$ cat config.mk
export PLATFORM = sky130hd
export DESIGN_NAME = rsp_array
export DESIGN_NICKNAME = d
export VERILOG_FILES = /design/src/rtl/rsp_pkg.sv /design/src/rtl/rsp_sequencer.sv /design/src/rtl/rsp_slot.sv /design/src/rtl/rsp_array.sv
export SDC_FILE = /design/constraint.sdc
export NUM_CORES = 1
export LEC_CHECK = 0
export ABC_AREA = 0
export BUFFER_PORTS_ARGS = -buffer_cell sky130_fd_sc_hd__buf_4
export CAP_MARGIN = 40
export CELL_PAD_IN_SITES_DETAIL_PLACEMENT = 1
export CELL_PAD_IN_SITES_GLOBAL_PLACEMENT = 1
export CORE_ASPECT_RATIO = 1.4
export CORE_UTILIZATION = 35
export CTS_BUF_LIST = sky130_fd_sc_hd__clkbuf_2
export DETAILED_ROUTE_END_ITERATION = 7
export PLACE_DENSITY_LB_ADDON = 0.08
export SLEW_MARGIN = 20
export SYNTH_ARGS = -nofsm -noshare
export SYNTH_HDL_FRONTEND = slang
export SYNTH_SLANG_ARGS = --single-unit
$ cat constraint.sdc
create_clock -name clk -period 1.63 [get_ports clk]
set_clock_uncertainty 0.15 [all_clocks]
set_input_delay 0.0815 -clock clk [delete_from_list [all_inputs] [get_ports clk]]
set_output_delay 0.0815 -clock clk [all_outputs]
set_load 0.005 [all_outputs]
$ cat src/rtl/rsp_pkg.sv
// Shared types for the ramped-sensing page buffer array.
package rsp_pkg;

    // Phases of one ramp step, in the order they run.
    typedef enum logic [2:0] {
        PH_IDLE   = 3'd0,
        PH_SET    = 3'd1,
        PH_PRE    = 3'd2,
        PH_STROBE = 3'd3,
        PH_LATCH  = 3'd4
    } rsp_phase_e;

endpackage

$ cat src/rtl/rsp_sequencer.sv
// Ramp sequencer: owns the shared step counter and the per-step phase timing.
// Assumes SET_CYC >= 1 and PRE_CYC >= 1. Start/end codes and mode are
// captured when a start is accepted in idle; starts while busy are dropped.
module rsp_sequencer
    import rsp_pkg::*;
#(
    parameter int CODE_W  = 4,
    parameter int SET_CYC = 1,
    parameter int PRE_CYC = 2
) (
    input  logic              clk,
    input  logic              rst_n,
    input  logic              start_i,
    input  logic              verify_i,
    input  logic [CODE_W-1:0] start_code_i,
    input  logic [CODE_W-1:0] end_code_i,
    output logic [CODE_W-1:0] code_o,
    output rsp_phase_e        phase_o,
    output logic              verify_o,
    output logic              clr_o,
    output logic              done_o
);
    localparam int MAX_CYC = (SET_CYC > PRE_CYC) ? SET_CYC : PRE_CYC;
    localparam int CNT_W   = $clog2(MAX_CYC + 1);
    localparam logic [CNT_W-1:0] SET_LAST = CNT_W'(SET_CYC - 1);
    localparam logic [CNT_W-1:0] PRE_LAST = CNT_W'(PRE_CYC - 1);

    rsp_phase_e        phase_q;
    logic [CNT_W-1:0]  cnt_q;
    logic [CODE_W-1:0] code_q;
    logic [CODE_W-1:0] start_q;
    logic [CODE_W-1:0] end_q;
    logic              verify_q;
    logic              done_q;
    logic              last_step;

    // Final step: end code reached, or the counter is at its top value.
    assign last_step = (code_q == end_q) || (code_q == {CODE_W{1'b1}});
    // Slots clear on the same edge that accepts a start.
    assign clr_o     = (phase_q == PH_IDLE) && start_i;

    // Phase walk, step counter and done pulse.
    always_ff @(posedge clk) begin
        if (!rst_n) begin
            phase_q  <= PH_IDLE;
            cnt_q    <= '0;
            code_q   <= '0;
            start_q  <= '0;
            end_q    <= '0;
            verify_q <= 1'b0;
            done_q   <= 1'b0;
        end else begin
            done_q <= 1'b0;
            case (phase_q)
                PH_IDLE: begin
                    if (start_i) begin
                        phase_q  <= PH_SET;
                        cnt_q    <= '0;
                        code_q   <= start_code_i;
                        start_q  <= start_code_i;
                        end_q    <= end_code_i;
                        verify_q <= verify_i;
                    end
                end
                PH_SET: begin
                    if (cnt_q == SET_LAST) begin
                        phase_q <= PH_PRE;
                        cnt_q   <= '0;
                    end else begin
                        cnt_q <= cnt_q + 1'b1;
                    end
                end
                PH_PRE: begin
                    if (cnt_q == PRE_LAST) begin
                        phase_q <= PH_STROBE;
                        cnt_q   <= '0;
                    end else begin
                        cnt_q <= cnt_q + 1'b1;
                    end
                end
                PH_STROBE: phase_q <= PH_LATCH;
                PH_LATCH: begin
                    if (last_step) begin
                        phase_q <= PH_IDLE;
                        done_q  <= 1'b1;
                    end else begin
                        phase_q <= PH_SET;
                        code_q  <= code_q + 1'b1;
                    end
                end
                default: phase_q <= PH_IDLE;
            endcase
        end
    end

    assign code_o   = code_q;
    assign phase_o  = phase_q;
    assign verify_o = verify_q;
    assign done_o   = done_q;

    // while running, the code never sits below the captured start code.
    assert_code_ge_start_R6: assert property (@(posedge clk) disable iff (!rst_n)
        (phase_q != PH_IDLE) |-> (code_q >= start_q));

    // a non-final update cycle advances the code by exactly one.
    assert_step_inc_R2: assert property (@(posedge clk) disable iff (!rst_n)
        (phase_q == PH_LATCH && !last_step) |=> (code_q == $past(code_q) + 1'b1));

    // done never lasts two cycles.
    assert_done_pulse_R7: assert property (@(posedge clk) disable iff (!rst_n)
        done_q |=> !done_q);

    // a running ramp only leaves through the final update cycle.
    assert_no_early_exit_R8: assert property (@(posedge clk) disable iff (!rst_n)
        (phase_q != PH_IDLE && !(phase_q == PH_LATCH && last_step))
        |=> (phase_q != PH_IDLE));
endmodule

$ cat src/rtl/rsp_slot.sv
// One page-buffer slot: samples its sense bit on the strobe cycle and, in the
// update cycle, either captures the ramp code (read) or raises inhibit (verify).
// Assumes strobe and latch are never high together and clr overrides both.
module rsp_slot #(
    parameter int CODE_W = 4
) (
    input  logic              clk,
    input  logic              rst_n,
    input  logic              clr_i,
    input  logic              strobe_i,
    input  logic              latch_i,
    input  logic              verify_i,
    input  logic [CODE_W-1:0] code_i,
    input  logic              sense_i,
    input  logic [CODE_W-1:0] target_i,
    output logic [CODE_W-1:0] vt_o,
    output logic              inhibit_o
);
    logic [CODE_W-1:0] vt_q;
    logic              en_q;
    logic              samp_q;
    logic              inh_q;

    // Sense sampling, first-discharge capture and inhibit decision.
    always_ff @(posedge clk) begin
        if (!rst_n || clr_i) begin
            vt_q   <= {CODE_W{1'b1}};
            en_q   <= 1'b1;
            samp_q <= 1'b0;
            inh_q  <= 1'b0;
        end else begin
            if (strobe_i) begin
                samp_q <= sense_i;
            end
            if (latch_i) begin
                if (!verify_i && en_q && samp_q) begin
                    vt_q <= code_i;
                    en_q <= 1'b0;
                end
                if (verify_i && !samp_q && (code_i == target_i)) begin
                    inh_q <= 1'b1;
                end
            end
        end
    end

    assign vt_o      = vt_q;
    assign inhibit_o = inh_q;

    // once disabled, the captured code holds until the next clear.
    assert_capture_once_R3: assert property (@(posedge clk) disable iff (!rst_n)
        (!en_q && !clr_i) |=> $stable(vt_q));

    // inhibit is sticky within a ramp.
    assert_inhibit_sticky_R5: assert property (@(posedge clk) disable iff (!rst_n)
        (inh_q && !clr_i) |=> inh_q);

    // read ramps never raise inhibit.
    assert_no_inhibit_in_read_R5: assert property (@(posedge clk) disable iff (!rst_n)
        !verify_i |-> !inh_q);
endmodule

$ cat src/rtl/rsp_array.sv
// Ramped-sensing page buffer array: one sequencer shared by NUM_BL slots.
// The ramp code goes to the word-line DAC port and to every slot.
// Assumes the sense inputs are settled by the strobe cycle of each step.
module rsp_array
    import rsp_pkg::*;
#(
    parameter int CODE_W  = 4,
    parameter int NUM_BL  = 8,
    parameter int SET_CYC = 1,
    parameter int PRE_CYC = 2
) (
    input  logic                     clk,
    input  logic                     rst_n,
    input  logic                     start_i,
    input  logic                     verify_i,
    input  logic [CODE_W-1:0]        start_code_i,
    input  logic [CODE_W-1:0]        end_code_i,
    input  logic [NUM_BL-1:0]        sense_i,
    input  logic [NUM_BL*CODE_W-1:0] target_i,
    output logic [CODE_W-1:0]        wl_code_o,
    output logic                     precharge_o,
    output logic                     strobe_o,
    output logic [NUM_BL*CODE_W-1:0] vt_code_o,
    output logic [NUM_BL-1:0]        inhibit_o,
    output logic                     busy_o,
    output logic                     done_o
);
    rsp_phase_e        phase;
    logic [CODE_W-1:0] code;
    logic              verify_mode;
    logic              clr;
    logic              latch;

    rsp_sequencer #(
        .CODE_W (CODE_W),
        .SET_CYC(SET_CYC),
        .PRE_CYC(PRE_CYC)
    ) u_seq (
        .clk         (clk),
        .rst_n       (rst_n),
        .start_i     (start_i),
        .verify_i    (verify_i),
        .start_code_i(start_code_i),
        .end_code_i  (end_code_i),
        .code_o      (code),
        .phase_o     (phase),
        .verify_o    (verify_mode),
        .clr_o       (clr),
        .done_o      (done_o)
    );

    // Phase decode shared by the analog ports and the slots.
    assign precharge_o = (phase == PH_PRE);
    assign strobe_o    = (phase == PH_STROBE);
    assign latch       = (phase == PH_LATCH);
    assign busy_o      = (phase != PH_IDLE);
    assign wl_code_o   = code;

    for (genvar b = 0; b < NUM_BL; b++) begin : g_slot
        rsp_slot #(
            .CODE_W(CODE_W)
        ) u_slot (
            .clk      (clk),
            .rst_n    (rst_n),
            .clr_i    (clr),
            .strobe_i (strobe_o),
            .latch_i  (latch),
            .verify_i (verify_mode),
            .code_i   (code),
            .sense_i  (sense_i[b]),
            .target_i (target_i[b*CODE_W +: CODE_W]),
            .vt_o     (vt_code_o[b*CODE_W +: CODE_W]),
            .inhibit_o(inhibit_o[b])
        );
    end
endmodule

* Word-level counts from Yosys, hierarchy flattened
Cells that the tools add are included.
** Storage, ports and cells
- Flip-flop bits (word level) :: 71
- Bits of input ports :: 52
- Output and inout port bits :: 48
- Word-level logic and storage cells :: 143
** Cells by class
- Add/subtract/negate cells :: 2
- Equal/unequal tests :: 19
- Muxes and demuxes :: 13
- Reductions and logical operators :: 71
** Operators by type and width (count)
- $reduce_and A2 Y1 :: 19
- $eq A4 B4 Y1 :: 9
- $logic_and A1 B1 Y1 :: 33
- $pmux W3 S5 :: 1
- $logic_not A1 Y1 :: 10
- $mux W3 :: 3
- $mux W4 :: 2
- $pmux W4 S2 :: 1
- $eq A3 B2 Y1 const B :: 2
- $mux W2 :: 3
- $pmux W2 S3 :: 1
- $reduce_and A3 Y1 :: 2
- $reduce_bool A3 Y1 :: 2
- $add A4 B1 Y4 const B :: 1
- $eq A4 B4 Y1 const B :: 1
- $ne A2 B1 Y1 const B :: 2
- $ne A2 B2 Y1 const B :: 2
- $eq A3 B1 Y1 const B :: 1
- $eq A3 B3 Y1 const B :: 1
- $logic_not A3 Y1 :: 1
- $add A2 B1 Y2 const B :: 1
- $eq A2 B1 Y1 const B :: 1
- $logic_not A2 Y1 :: 1
- $logic_or A1 B1 Y1 :: 2
- other kinds (2) :: 3

* Logic depth before layout (Yosys ltp)
- Depth in word-level cells :: 4
- Gate-level depth with buffers :: 6

* Hierarchy
From an unflattened synthesis, not the netlist that was laid out.
** Second synthesis, totals
- Cells, all modules :: 353
- Area total of the unflattened synthesis :: 3464.6 sq um
** By module, submodules not included
- rsp_slot :: instances 8, cells an instance 31, area each 320.3 sq um
- rsp_sequencer :: instances 1, cells an instance 101, area each 870.8 sq um
- rsp_array :: instances 1, cells an instance 4, area each 31.3 sq um

* Worst setup path after synthesis
No wires, ideal clock.
- Path type :: register to register
- Start :: register u_seq.phase_q[0], in the netlist u_seq.phase_o[0]
- End :: register g_slot[0].u_slot.vt_q[2]
- Arrival time :: 1.349 ns
- Data required time :: 1.361 ns
- Slack :: 0.012 ns
- Cell stages (with the launch flop) :: 7
- Path through :: dfxtp_1 buf_6 nor4b_4 and3_1 buf_6 mux2i_1 nand2_1
** On the way
- Longest elaborated chain between the ends :: 3
- Elaborated cells between the ends (all ways) :: 5
- Classes of those cells :: eq/ne: 1; reduce/logical: 4
** Ends and longest elaborated chain
- start, declared :: RTL line rsp_sequencer.sv:28 : rsp_phase_e phase_q;
- start signal, assigned :: RTL line rsp_sequencer.sv:45 : phase_q <= PH_IDLE;
- start signal, assigned :: RTL line rsp_sequencer.sv:57 : phase_q <= PH_SET;
- start signal, assigned :: RTL line rsp_sequencer.sv:67 : phase_q <= PH_PRE;
- $logic_not A3 Y1 :: RTL line rsp_sequencer.sv:40 : assign clr_o = (phase_q == PH_IDLE) && start_i;
- $logic_and A1 B1 Y1 :: RTL line rsp_sequencer.sv:40
- $logic_or A1 B1 Y1 :: RTL line rsp_slot.sv:26 : if (!rst_n || clr_i) begin
- end signal, assigned :: RTL line rsp_slot.sv:27 : vt_q <= {CODE_W{1'b1}};
- end signal, assigned :: RTL line rsp_slot.sv:37 : vt_q <= code_i;
- end, declared :: RTL line rsp_slot.sv:19 : logic [CODE_W-1:0] vt_q;
Several ways; a longest one is shown, not always the timed one.
A chain may end at the register's enable or synchronous reset.

* Worst setup path in the final report
- Start :: register u_seq.phase_q[1], in the netlist u_seq.phase_o[1]
- End :: register u_seq.code_q[2], in the netlist u_seq.code_o[2]
** On the way
- Longest elaborated chain between the ends :: 3
- Elaborated cells between the ends (all ways) :: 7
- Classes of those cells :: eq/ne: 3; mux: 1; reduce/logical: 3
** Ends and longest elaborated chain
- $eq A3 B3 Y1 / $logic_not A3 Y1 (equally long branches) :: RTL line rsp_sequencer.sv:54 : case (phase_q)
- $ne A2 B2 Y1 (no line) / $reduce_bool A2 Y1 (equally long branches)
- $reduce_and A3 Y1 (no line)
- end signal, assigned :: RTL line rsp_sequencer.sv:59 : code_q <= start_code_i;
- end signal, assigned :: RTL line rsp_sequencer.sv:88 : code_q <= code_q + 1'b1;
- end, declared :: RTL line rsp_sequencer.sv:30 : logic [CODE_W-1:0] code_q;
Several ways; a longest one is shown, not always the timed one.

==> reports/metrics.cfg <==
[pwr]
ir_drop_v=0.0005456
power.leakage_nw=2.364
clkPwrFrac=0.287
sw_frac_of_total=0.3018
p_switching_mw=1.373
intPower_mw=3.176
power_frac_seq=0.406
total_power_mw=4.549
p_per_area_nw_per_um2=858.5
pwr-share-comb=0.306

[worst_setup_path]
crit_path_end_kind=flip-flop
startpoint_type=flip-flop
r2r-end=u_seq.code_o[2]
crit_fanout=4
crit_type=reg -> reg
worstSetupStartpoint=u_seq.phase_o[1]
path_cells=buf_6, buf_6, nor3_4, buf_4, and2_4, buf_4, a21oi_4, o32ai_2
slowest_stage=dfxtp_2
slowest_delay_ps=380
cp.arrival_ps=2050
rr_worst_depth=8
rrSetupSlack_ps=-110
worstReg2RegStart=u_seq.phase_o[1]
cp.required_ps=1940

[run]
maxCapViolCount=0

[yosys]
yosysUniqueCellTypes=41
yosys.area.top_type=dfxtp_1
synth_ff_type=dfxtp_1
synth_common_cells=71 x dfxtp_1, 63 x nand2_1, 36 x xor2_1
ys_top_cells_by_area=dfxtp_1 43%, mux2i_1 9.9%, xor2_1 9.5%, nand2_1 7.1%, buf_6 3.0%
yosys_register_bits=71
yosys_warnings=0
syn_area_um2=3328
synth_top_area_frac=0.4271
synthArstFlopShare=0
synth_most_common_cell=dfxtp_1
avgSynthCellArea_um2=9.093
netlist_instances=366
synth_edf_count=0
syn-num-nets=422
yosysSeqAreaShare=0.4271

[layout]
syn_to_final_growth_pct=59.21
nets=592
drive_gt1_frac=0.3715
num_antenna_cells=0
final_util=0.5803
final-seq-area_um2=1431
multi_input_area_um2=1757
fillers=1016

[floorplan]
die_area_um2=9909
die_w_um=84.42
die_h_um=117.4
core_area_um2=9131
fp-row-count=41
start_util=0.3645
ios=100

[worst_hold_path]
hold_start=sense_i[2]
holdPathStages=4
hp-class=in -> reg
hold_end=g_slot[2].u_slot.samp_q

[route]
first_pass_iters=6
avgRoutedWirePerCell_um=17.75
routed_wl_um=11500
drc=9
ant_nets=0
drt_first_iter_violations=132
vias=3212
viasPerCell=4.957

[placed_design]
gp_congestion=0.7635
dp_hpwl_um=6500
portBuffers=99

[sta]
setup_viol=43
finalCriticalPeriod_ps=1737
tightest_slew_ps=382.5
slew_viol_final=0
whs_ps=176.7
hold_viol=0
clock.fmax_mhz=575.6
slew_headroom=0.7422
period_share=1.066
rsz0062_at_grt=true
finalSetupTns_ps=-1404
fin_ws_ps=-107.3

[run_status]
violations=design-rule violations, negative setup slack
status=finished, violations left

[clocking]
cts.clk_slew.worst_paths_ps=200
clk_latency_ps=540
cts-buffers-inserted=9
ctsHtreeMaxLevel=3
cts_root_buf=clkbuf_2
clkSinkCount=71
cts_tree=done
clock_path_buffers=2

[global_route]
grt_pass1_vias=3347
grt_overflow=0
grt_max_degree=41
antenna_found_initial=0
grtUsageTotal=0.2180
grt_pass1_wl_um=16940

power by group through the flow:
stage / Combinational [mW] / Sequential (mW) / Clock (mW)
global placement: 0.917 / 1.86 / 0
detailed placement: 0.935 / 1.87 / 0
finish: 1.39 / 1.85 / 1.31
floorplan: 0.551 / 1.86 / 0
CTS: 1.12 / 1.84 / 1.32
global route: 1.49 / 1.85 / 1.41
layout make-up:
type                       instances  share of cell area
clock inverter                     7             0.02102
clock buffer                       9            0.008501
inverter                          13             0.01063
sequential                        71              0.2701
tap                              107             0.02527
multi-input combinational        247              0.3315
timing repair buffer             194              0.3329
per-stage QoR:
step / instances / setup WS (ps) / area [um^2]
after floorplan: 366 / 11.91 / 3328
after global placement: 559 / -39.24 / 4148
after detailed placement: 559 / -90.94 / 4148
after CTS: 632 / -99.80 / 4981
after global routing: 648 / -178.9 / 5299
final: 648 / -107.3 / 5299
worst max-delay path, delay by kind of cell (launching register included):
| kind | cells | cell delay (ps) |
|---|---|---|
| DFF | 1 | 380 |
| AOI/OAI and AO/OA | 2 | 320 |
| buffers and inverters | 4 | 500 |
| and+or+nand+nor | 2 | 300 |
cells in the final DEF (no fill, tap or decap), types with 3 or more instances in the layout:
master and count:
a21oi_1 14, a21oi_2 3, a31oi_1 8, and3_4 8, buf_12 6, buf_4 122, buf_6 10, bufinv_16 3
clkbuf_16 3, clkbuf_2 9, dfxtp_1 65, dfxtp_2 5, dlygate4sd3_1 51, ha_1 4, inv_1 12, mux2i_1 33
nand2_1 60, nor2_1 23, nor3_1 10, o21ai_2 7, xor2_1 36
cells by family after synthesis:
group / after synthesis / synth area share
AND/OR/NAND/NOR: 122 / 0.1692
multiplexers: 33 / 0.09925
XOR/XNOR: 36 / 0.09474
adder cells (fa/ha/maj): 4 / 0.01504
AO/OA/AOI/OAI: 52 / 0.1011
flip-flops: 71 / 0.4271
buffers and inverters: 48 / 0.09361
layer usage:
metal	up-vias	share of wire	global-route usage	routed length [um]
li1	1552	-	-	-
met1	1564	0.41	0.2598	4716
met2	80	0.53	0.3765	6114
met3	16	0.041	0.05348	477
met4	0	0.017	0.08051	196
met5	-	0	0	0
worst max-delay path by stage:
stage / to / depth (start not counted)
after global routing: u_seq.code_o[3] / 7
final: u_seq.code_o[2] / 8
after floorplan: g_slot[0].u_slot.vt_o[2] / 6
after detailed placement: g_slot[1].u_slot.vt_o[1] / 5
after CTS: precharge_o / 4
after global placement: g_slot[1].u_slot.vt_o[1] / 5
timing repair:
action	4_1_cts	5_1_grt
endpoints found under the setup margin	45	64
pin swaps	3	30
cloned	0	5
hold buffers	51	0
endpoints found under the hold margin	30	0
buffers inserted	6	14
resized for setup	35	38
state kept, by name (all words and copies together) (netlist names):
signal                   count
u_seq.verify_o               1
g_slot.u_slot.vt_o          32
g_slot.u_slot.samp_q         8
g_slot.u_slot.inhibit_o      8
u_seq.phase_o                3
g_slot.u_slot.en_q           8
u_seq.code_o                 4
u_seq.end_q                  4
u_seq.cnt_q                  2
u_seq.done_o                 1
(Power assumes the default switching activity.)
